### src/rtl/cmd_stretch_pkg.sv
`timescale 1ns/1ps
// Package: shared span-mode codes and counter sizing for the command stretcher.
// Assumes at most three cycles per command.
package cmd_stretch_pkg;
    localparam logic [1:0] SPAN_1N   = 2'b00;
    localparam logic [1:0] SPAN_RSVD = 2'b01;
    localparam logic [1:0] SPAN_2N   = 2'b10;
    localparam logic [1:0] SPAN_3N   = 2'b11;
    localparam int MAX_SPAN   = 3;
    localparam int SPAN_CNT_W = $clog2(MAX_SPAN + 1);
endpackage

### src/rtl/cs_span_decode.sv
`timescale 1ns/1ps
// Module: turns the two-bit span code into a cycle count (1..3).
// Assumes the reserved code is to be treated as one cycle.
module cs_span_decode
    import cmd_stretch_pkg::*;
(
    input  logic [1:0]            span_code,
    output logic [SPAN_CNT_W-1:0] span_len
);
    // Map each span code to the number of cycles a command is held.
    always_comb begin
        case (span_code)
            SPAN_2N: span_len = SPAN_CNT_W'(2);
            SPAN_3N: span_len = SPAN_CNT_W'(3);
            default: span_len = SPAN_CNT_W'(1);   // SPAN_1N and SPAN_RSVD
        endcase
    end
endmodule

### src/rtl/cs_slot_timer.sv
`timescale 1ns/1ps
// Module: counts the extra stretch cycles that remain after a command is
// accepted and gives ready when none remain. Assumes span_len is 1..MAX_SPAN
// and is sampled only on load, which keeps a running stretch unchanged.
module cs_slot_timer
    import cmd_stretch_pkg::*;
(
    input  logic                  clk,
    input  logic                  rst_n,
    input  logic                  load,
    input  logic [SPAN_CNT_W-1:0] span_len,
    output logic                  ready
);
    logic [SPAN_CNT_W-1:0] remain_q;

    // Load the number of extra cycles on acceptance, then count down to zero.
    always_ff @(posedge clk) begin
        if (!rst_n)
            remain_q <= '0;
        else if (load)
            remain_q <= span_len - SPAN_CNT_W'(1);
        else if (remain_q != '0)
            remain_q <= remain_q - SPAN_CNT_W'(1);
    end

    assign ready = (remain_q == '0);

    // a one-cycle command leaves the next slot open.
    a_r3_single_slot_open: assert property (@(posedge clk) disable iff (!rst_n)
        load && span_len == SPAN_CNT_W'(1) |=> ready);
    // a longer command closes the next slot.
    a_r4_stretch_closes_slot: assert property (@(posedge clk) disable iff (!rst_n)
        load && span_len > SPAN_CNT_W'(1) |=> !ready);
    // a three-cycle command still blocks the second following slot.
    a_r5_three_cycle_hold: assert property (@(posedge clk) disable iff (!rst_n)
        load && span_len == SPAN_CNT_W'(3) |=> !ready ##1 !ready);
endmodule

### src/rtl/cs_bus_drive.sv
`timescale 1ns/1ps
// Module: registered command/address pins and their output enable.
// Assumes load is asserted only when the slot timer is not busy.
module cs_bus_drive #(
    parameter int CMD_W     = 4,
    parameter int ADDR_W    = 17,
    parameter int NUM_RANKS = 2,
    parameter logic [CMD_W-1:0] NOP_CMD = CMD_W'(7)
) (
    input  logic                 clk,
    input  logic                 rst_n,
    input  logic                 load,
    input  logic                 busy,
    input  logic                 keep_drive,
    input  logic [CMD_W-1:0]     new_cmd,
    input  logic [ADDR_W-1:0]    new_addr,
    input  logic [NUM_RANKS-1:0] rank_cke,
    input  logic                 self_refresh,
    output logic [CMD_W-1:0]     pin_cmd,
    output logic [ADDR_W-1:0]    pin_addr,
    output logic                 pin_oe
);
    logic any_rank_up;
    logic oe_next;

    // The channel counts as active when any rank is up and no self-refresh is in force.
    always_comb begin
        any_rank_up = |rank_cke;
        oe_next     = keep_drive | (any_rank_up & ~self_refresh);
    end

    // Update the pins: new command, stretch hold, idle hold, or idle NOP.
    always_ff @(posedge clk) begin
        if (!rst_n) begin
            pin_cmd  <= NOP_CMD;
            pin_addr <= '0;
        end else if (load) begin
            pin_cmd  <= new_cmd;
            pin_addr <= new_addr;
        end else if (!busy && !keep_drive) begin
            pin_cmd  <= NOP_CMD;
            pin_addr <= '0;
        end
    end

    // Register the bus enable so it changes in step with the pins.
    always_ff @(posedge clk) begin
        if (!rst_n)
            pin_oe <= 1'b0;
        else
            pin_oe <= oe_next;
    end

    // keep-drive forces the bus enabled.
    a_r11_always_driven: assert property (@(posedge clk) disable iff (!rst_n)
        keep_drive |=> pin_oe);
    // all ranks down or self-refresh floats the bus when keep-drive is clear.
    a_r10_float_when_down: assert property (@(posedge clk) disable iff (!rst_n)
        !keep_drive && (rank_cke == '0 || self_refresh) |=> !pin_oe);
    // an idle slot without keep-drive shows NOP.
    a_r8_idle_nop: assert property (@(posedge clk) disable iff (!rst_n)
        !load && !busy && !keep_drive |=> pin_cmd == NOP_CMD && pin_addr == '0);
    // an idle slot with keep-drive holds the pins.
    a_r9_idle_hold: assert property (@(posedge clk) disable iff (!rst_n)
        !load && keep_drive |=> $stable(pin_cmd) && $stable(pin_addr));
endmodule

### src/rtl/cmd_stretch.sv
`timescale 1ns/1ps
// Module: DRAM command bus stretcher top. Accepts one command per slot from
// the scheduler and holds it on the command/address pins for 1, 2 or 3
// cycles. Also drives the bus enable for the chosen idle behaviour.
// Assumes the scheduler honours iss_ready and that chip selects are made elsewhere.
module cmd_stretch #(
    parameter int CMD_W     = 4,
    parameter int ADDR_W    = 17,
    parameter int NUM_RANKS = 2,
    parameter logic [CMD_W-1:0] NOP_CMD = CMD_W'(7)
) (
    input  logic                 clk,
    input  logic                 rst_n,
    input  logic                 iss_valid,
    input  logic [CMD_W-1:0]     iss_cmd,
    input  logic [ADDR_W-1:0]    iss_addr,
    output logic                 iss_ready,
    input  logic [1:0]           cfg_span,
    input  logic                 cfg_keep_drive,
    input  logic [NUM_RANKS-1:0] rank_cke,
    input  logic                 self_refresh,
    output logic [CMD_W-1:0]     ca_cmd,
    output logic [ADDR_W-1:0]    ca_addr,
    output logic                 ca_oe
);
    import cmd_stretch_pkg::*;

    logic [SPAN_CNT_W-1:0] span_len;
    logic                  accept;

    // A command is taken only when offered in an open slot.
    assign accept = iss_valid & iss_ready;

    cs_span_decode u_decode (
        .span_code (cfg_span),
        .span_len  (span_len)
    );

    cs_slot_timer u_timer (
        .clk      (clk),
        .rst_n    (rst_n),
        .load     (accept),
        .span_len (span_len),
        .ready    (iss_ready)
    );

    cs_bus_drive #(
        .CMD_W     (CMD_W),
        .ADDR_W    (ADDR_W),
        .NUM_RANKS (NUM_RANKS),
        .NOP_CMD   (NOP_CMD)
    ) u_drive (
        .clk          (clk),
        .rst_n        (rst_n),
        .load         (accept),
        .busy         (~iss_ready),
        .keep_drive   (cfg_keep_drive),
        .new_cmd      (iss_cmd),
        .new_addr     (iss_addr),
        .rank_cke     (rank_cke),
        .self_refresh (self_refresh),
        .pin_cmd      (ca_cmd),
        .pin_addr     (ca_addr),
        .pin_oe       (ca_oe)
    );

    // an accepted command reaches the pins after one edge.
    a_r2_cmd_on_pins: assert property (@(posedge clk) disable iff (!rst_n)
        iss_valid && iss_ready |=> ca_cmd == $past(iss_cmd) && ca_addr == $past(iss_addr));
    // during a stretch the pins hold, whatever is offered.
    a_r12_hold_while_busy: assert property (@(posedge clk) disable iff (!rst_n)
        !iss_ready |=> $stable(ca_cmd) && $stable(ca_addr));
endmodule

### config.mk
export PLATFORM = sky130hd
export DESIGN_NAME = cmd_stretch
export DESIGN_NICKNAME = d
export VERILOG_FILES = /design/src/rtl/cmd_stretch_pkg.sv /design/src/rtl/cs_span_decode.sv /design/src/rtl/cs_slot_timer.sv /design/src/rtl/cs_bus_drive.sv /design/src/rtl/cmd_stretch.sv
export SDC_FILE = /design/constraint.sdc
export NUM_CORES = 1
export LEC_CHECK = 0
export ABC_AREA = 1
export CORE_MARGIN = 2
export CORE_UTILIZATION = 40
export DETAILED_ROUTE_END_ITERATION = 10
export MAX_ROUTING_LAYER = met4
export PLACE_DENSITY = 0.81
export SETUP_SLACK_MARGIN = 0.15
export SLEW_MARGIN = 10
export SYNTH_ARGS = -nofsm -noshare
export SYNTH_HDL_FRONTEND = slang
export SYNTH_HIERARCHICAL = 1
export SYNTH_SLANG_ARGS = --single-unit
### constraint.sdc
create_clock -name clk -period 1.5 [get_ports clk]
set_input_delay 0.45 -clock clk [delete_from_list [all_inputs] [get_ports clk]]
set_output_delay 0.45 -clock clk [all_outputs]
set_load 0.005 [all_outputs]
======== Yosys cells after proc, flatten, opt, wreduce, memory -nomap -nowiden ========
Cells that the tools add are included.
W data, S select, Z words.
word-level totals
  word-level logic and storage cells ...... 26
  output and inout port bits .............. 23
  register bits ........................... 24
operators by class
  add/subtract/negate cells ............... 2
  muxes and demuxes ....................... 7
  equal/unequal tests ..................... 2
  bitwise logic cells ..................... 4
  reduce and logical (&&, ||, !) cells .... 7
operators by type and width
  operator               count
  $mux W17               2
  $mux W4                2
  $reduce_bool A2 Y1     3
  $eq A2 B2 Y1 const B   2
  $mux W2                2
  $pmux W2 S2            1
  $sub A2 B1 Y2 const B  2
  $and A1 B1 Y1          2
  $logic_not A2 Y1       1
  $reduce_or A2 Y1       1
  $logic_and A1 B1 Y1    1
  $logic_not A1 Y1       1
  $not A1 Y1             1
  $or A1 B1 Y1           1

======== Longest topological paths before layout ========
  depth after elaboration ................. 4
  mapped depth ............................ 9
  mapped depth without buffers ............ 9

======== Hierarchy ========
Netlist, hierarchy kept.
by module, submodules not included
  module          area each (sq um)  sequential area each (sq um)  cells each  times used
  cs_bus_drive    997.2              440.4                         103         1
  cs_slot_timer   111.4              40.0                          19          1
  cmd_stretch     11.3               0.0                           3           1
  cs_span_decode  11.3               0.0                           3           1

======== Worst setup path after synthesis ========
Ideal clock, no wire load.
  kind .................................... reg2reg
  start point ............................. reg u_timer.remain_q[0]
  end point ............................... reg u_drive.pin_cmd[0]
  library setup time ...................... 119 ps
  period minus slack after synthesis ...... 1299 ps
  buffers on the path ..................... 1
  stages on the path, launching flop included .. 9
  arrival ................................. 1180 ps
  path slack .............................. 201 ps
  path through ............................ dfxtp_1 > nor2_1 > nand2_1 > inv_1 > buf_6 > inv_8 > or2_0 > nand2_1 > nand3_1
between the ends
  cells in the longest elaborated chain, start to end .. 3
  elaborated cells between the ends (all ways) .. 5
ends and longest elaborated chain
  item                                           line                 source
  start: declaration                             cs_slot_timer.sv:14  logic [SPAN_CNT_W-1:0] remain_q;
  start signal: assignment                       cs_slot_timer.sv:21  remain_q <= span_len - SPAN_CNT_W'(1);
  start signal: assignment                       cs_slot_timer.sv:23  remain_q <= remain_q - SPAN_CNT_W'(1);
  $logic_not A2 Y1 (*)                           cs_slot_timer.sv:26  assign ready = (remain_q == '0);
  named net iss_ready                            cmd_stretch.sv:17    output logic iss_ready,
  $and A1 B1 Y1 (*)                              cmd_stretch.sv:32    assign accept = iss_valid & iss_ready;
  named net accept                               cmd_stretch.sv:29    logic accept;
  $mux W4 or $reduce_bool A2 Y1 (tied branches)  --
  end signal: assignment                         cs_bus_drive.sv:38   pin_cmd <= new_cmd;
  end: declaration                               cs_bus_drive.sv:19   output logic [CMD_W-1:0] pin_cmd,
Mark *: on every way through the listed nets, which the timed path passes. The rest lies on a longest branch.
A chain may end at the register's enable or synchronous reset.

======== Worst setup path in the final report ========
  start point ............................. reg u_timer.remain_q[1]
  end point ............................... out iss_ready
between the ends
  cells in the longest elaborated chain, start to end .. 1
ends and longest elaborated chain
  item              line
  $logic_not A2 Y1  cs_slot_timer.sv:26
  end: declaration  cmd_stretch.sv:17
No other way between the ends.

==> results_tabular.tex <==
\begin{tabular}{lr}
\hline
Metric & Value \\
\hline
\multicolumn{2}{l}{\textbf{Route}} \\
Count of TritonRoute iterations in the first routing pass & 4 \\
Post-route antenna net violation count & 0 \\
Overall routed net length & 3010 um \\
Final routed DRC violation total & 0 \\
Drt initial violations & 40 \\
Post-detailed-route wirelength per cell & 13.0 um \\
Mean number of vias per cell & 4.83 \\
Via Count & 1,120 \\
\multicolumn{2}{l}{\textbf{Power and ir drop}} \\
Share of total power in sequential cells & 0.343 \\
Sw Share & 0.350 \\
Clock Power Share & 0.125 \\
Share of power burned in combinational logic & 0.532 \\
Static leakage & 0.000806 uW \\
Total internal power & 1670 uW \\
Psw & 896 uW \\
Sum of internal, switching and leakage power & 2560 uW \\
Worst VDD drop & 0.00106 V \\
Total power divided by cell area & 1360 nW/um\^{}2 \\
\multicolumn{2}{l}{\textbf{Cells and area}} \\
Count of fill cells added during filler insertion & 242 \\
Final Cell Area & 1880 um\^{}2 \\
Layout cell share with drive strength beyond 1 & 0.458 \\
Commonest cells after routing, fill and taps aside & 29 x sky130\_fd\_sc\_hd\_\_nand2\_1, 28 x sky130\_fd\_sc\_hd\_\_clkdlybuf4s50\_1, 24 x sky130\_fd\_sc\_hd\_\_dfxtp\_2 \\
Most common library cell in the layout ignoring fill and taps & sky130\_fd\_sc\_hd\_\_nand2\_1 \\
Number of diodes added for antenna fixing & 0 \\
Net total in the final layout & 232 \\
Area Overhead vs Synth & 66.0\% \\
\multicolumn{2}{l}{\textbf{Worst setup path}} \\
Cell family with most CP delay & flip-flops \\
Critical Setup Path Class & register to output pin \\
Data arrival, critical path & 890 ps \\
Total buffers and inverters traversed by the critical path & 1 \\
Required time at the worst-slack endpoint & 1050 ps \\
Category of the worst setup path capture point & output pin \\
Maximum fanout along the worst path & 2 \\
Crit-path max cell delay & 360 ps \\
Cells traversed along the worst timing path & nor2\_4 > clkbuf\_2 \\
Standard cell with the maximum stage delay on the critical path & sky130\_fd\_sc\_hd\_\_dfxtp\_2 \\
Crit start category & register \\
\multicolumn{2}{l}{\textbf{Synthesis}} \\
Synthesized area per cell & 8.84 um\^{}2 \\
Library cell with the largest summed area after synthesis & sky130\_fd\_sc\_hd\_\_dfxtp\_1 \\
Netlist area before placement & 1130 um\^{}2 \\
Sequential element share of the synthesized area & 0.425 \\
Net count of the mapped netlist & 158 \\
Number of different library cells in the post-synthesis netlist & 18 \\
Yosys reg bits & 24 \\
Yosys synthesis warning count & 6 \\
Fraction of synthesized cell area taken by the top area cell type & 0.425 \\
Largest cells by area after synthesis & sky130\_fd\_sc\_hd\_\_dfxtp\_1 42\%, sky130\_fd\_sc\_hd\_\_nand2\_1 10\%, sky130\_fd\_sc\_hd\_\_nand3\_2 8.8\% \\
Instance count of the mapped netlist & 128 \\
\multicolumn{2}{l}{\textbf{Place}} \\
Post-placement cell area & 1710 um\^{}2 \\
Half-perimeter wire length of the detailed placement result & 2200 um \\
Routability Congestion & 0.774 \\
Port Buffer Count & 52 \\
\multicolumn{2}{l}{\textbf{GRT}} \\
Wire length of the first global-routing pass & 4770 um \\
Overall overflow remaining after global route & 0 \\
Pin count of the biggest net entering global routing & 20 \\
Antenna violations before repair & 0 \\
Combined global-route utilization of all metal layers & 0.190 \\
Vias in the first global route & 1,127 \\
\multicolumn{2}{l}{\textbf{Timing}} \\
Maximum clock skew at final layout & 8.34 ps \\
Clock period minus worst slack & 1340 ps \\
Final setup fails & 0 \\
Headroom to the max-slew limit & 0.722 \\
Highest clock rate & 744 MHz \\
Hold Slack & 486 ps \\
Final-layout setup total negative slack & 0 ps \\
Hold violation total from the final report & 0 \\
Final max-slew violation count & 0 \\
Unrepaired setup endpoints after global routing & true \\
Transition time at the pin with the least slew margin & 417 ps \\
Period utilisation layout & 0.897 \\
\multicolumn{2}{l}{\textbf{Clocking}} \\
Total clock buffers created by CTS & 3 \\
Clock-pin transition on the worst setup and hold timing paths & 110 ps \\
TritonCTS clock tree & built \\
H-tree depth & 1 \\
Sink count of the clock tree & 24 \\
Clk root buf & sky130\_fd\_sc\_hd\_\_clkbuf\_4 \\
Clock insertion delay at the later pin of the skew report & 300 ps \\
Buffer depth of the longest clock path & 2 \\
\multicolumn{2}{l}{\textbf{Floorplan}} \\
Placement row count & 19 \\
Initial Utilization & 0.417 \\
Die Ht & 57.2 um \\
Die Outline Area & 3270 um\^{}2 \\
Chip width & 57.2 um \\
Ports & 53 \\
Core ar. & 2710 um\^{}2 \\
\multicolumn{2}{l}{\textbf{Job}} \\
Max-cap viol count & 0 \\
\multicolumn{2}{l}{\textbf{Outcome}} \\
Status & complete, no violations \\
\multicolumn{2}{l}{\textbf{Worst hold path}} \\
Path class of the lowest-slack min-delay path & register to register \\
\hline
\end{tabular}
==> cells by family (layout without fill, tap and decap cells) <==
logic type,after synthesis,in the layout,synth area share
AND/OR/NAND/NOR,64,64,0.298
flip-flops,24,24,0.425
AO/OA/AOI/OAI,21,21,0.128
buffers and inverters,19,92,0.149
==> layer usage <==
| metal | track usage | wire length [um] | up-vias |
|---|---|---|---|
| met5 | - | 0 | - |
| met4 | 0.0465 | 0 | 0 |
| met3 | 0.0454 | 209 | 0 |
| met2 | 0.356 | 1660 | 40 |
| met1 | 0.197 | 1140 | 522 |
| li1 | - | - | 558 |
==> area by class of cell <==
type	count	area [um^2]	area share
clock buffers	4	36.3	0.0193
inverters	11	48.8	0.0260
multi-input cells	85	498	0.265
flip-flops and latches	24	510	0.272
well taps	31	38.8	0.0207
repair buffers	77	746	0.397
==> power groups by stage <==
stage	Sequential (uW)	Clock [uW]	Combinational (uW)
4_1_cts	861	338	1290
6_report	879	321	1360
5_1_grt	892	369	1470
3_3_place_gp	854	0	1230
3_5_place_dp	859	0	1270
2_1_floorplan	857	0	756
==> metrics by stage <==
step | worst slack, ps | cells | utilization
after global placement | -123 | 213 | 0.630
after global routing | 105 | 232 | 0.693
after CTS | 27.4 | 228 | 0.684
after floorplan | 201 | 128 | -
after detailed placement | -180 | 213 | 0.630
final | 155 | 232 | 0.693
==> synth_stat cells <==
master,instances
sky130_fd_sc_hd__a21oi_1,10
sky130_fd_sc_hd__a21oi_2,10
sky130_fd_sc_hd__and2_2,1
sky130_fd_sc_hd__buf_12,4
sky130_fd_sc_hd__buf_6,2
sky130_fd_sc_hd__clkbuf_1,1
sky130_fd_sc_hd__clkbuf_8,1
sky130_fd_sc_hd__dfxtp_1,24
sky130_fd_sc_hd__inv_1,7
sky130_fd_sc_hd__inv_2,3
sky130_fd_sc_hd__inv_8,1
sky130_fd_sc_hd__nand2_1,31
sky130_fd_sc_hd__nand2_2,2
sky130_fd_sc_hd__nand3_1,14
sky130_fd_sc_hd__nand3_2,10
sky130_fd_sc_hd__nor2_1,3
sky130_fd_sc_hd__o21bai_1,1
sky130_fd_sc_hd__or2_0,3
==> sequential cells by signal, indices dropped and copies added, names as in the netlist <==
signal,count
u_timer/remain_q,2
u_drive/pin_addr,17
u_drive/pin_oe,1
u_drive/pin_cmd,4
==> what timing repair did <==
action | 4_1_cts | 5_1_grt
endpoints found under the setup margin | 26 | 33
gates resized for setup | 67 | 19
setup buffers | 11 | 4
endpoints found under the hold margin | 0 | 0
pin swaps | 0 | 4
hold buffers | 0 | 0
==> final timing paths <==
kind,startpoint,endpoint,slack [ps],depth (start not counted)
min,u_drive/pin_addr[6],u_drive/pin_addr[6],490,2
max,u_timer/remain_q[1],iss_ready,160,2
max reg2reg,u_timer/remain_q[1],u_drive/pin_cmd[2],200,9
min reg2reg,u_drive/pin_addr[6],u_drive/pin_addr[6],490,2
==> worst register-to-register path: stages (launching register included) <==
cell and delay (ps):
sky130_fd_sc_hd__dfxtp_2 360, sky130_fd_sc_hd__nor2_4 120, sky130_fd_sc_hd__buf_6 120, sky130_fd_sc_hd__nand2_2 50, sky130_fd_sc_hd__inv_2 90, sky130_fd_sc_hd__buf_12 120, sky130_fd_sc_hd__inv_8 40, sky130_fd_sc_hd__or2_0 190
sky130_fd_sc_hd__nand2_1 60, sky130_fd_sc_hd__nand3_1 60
Note: power is estimated with default switching activity, not from simulation.
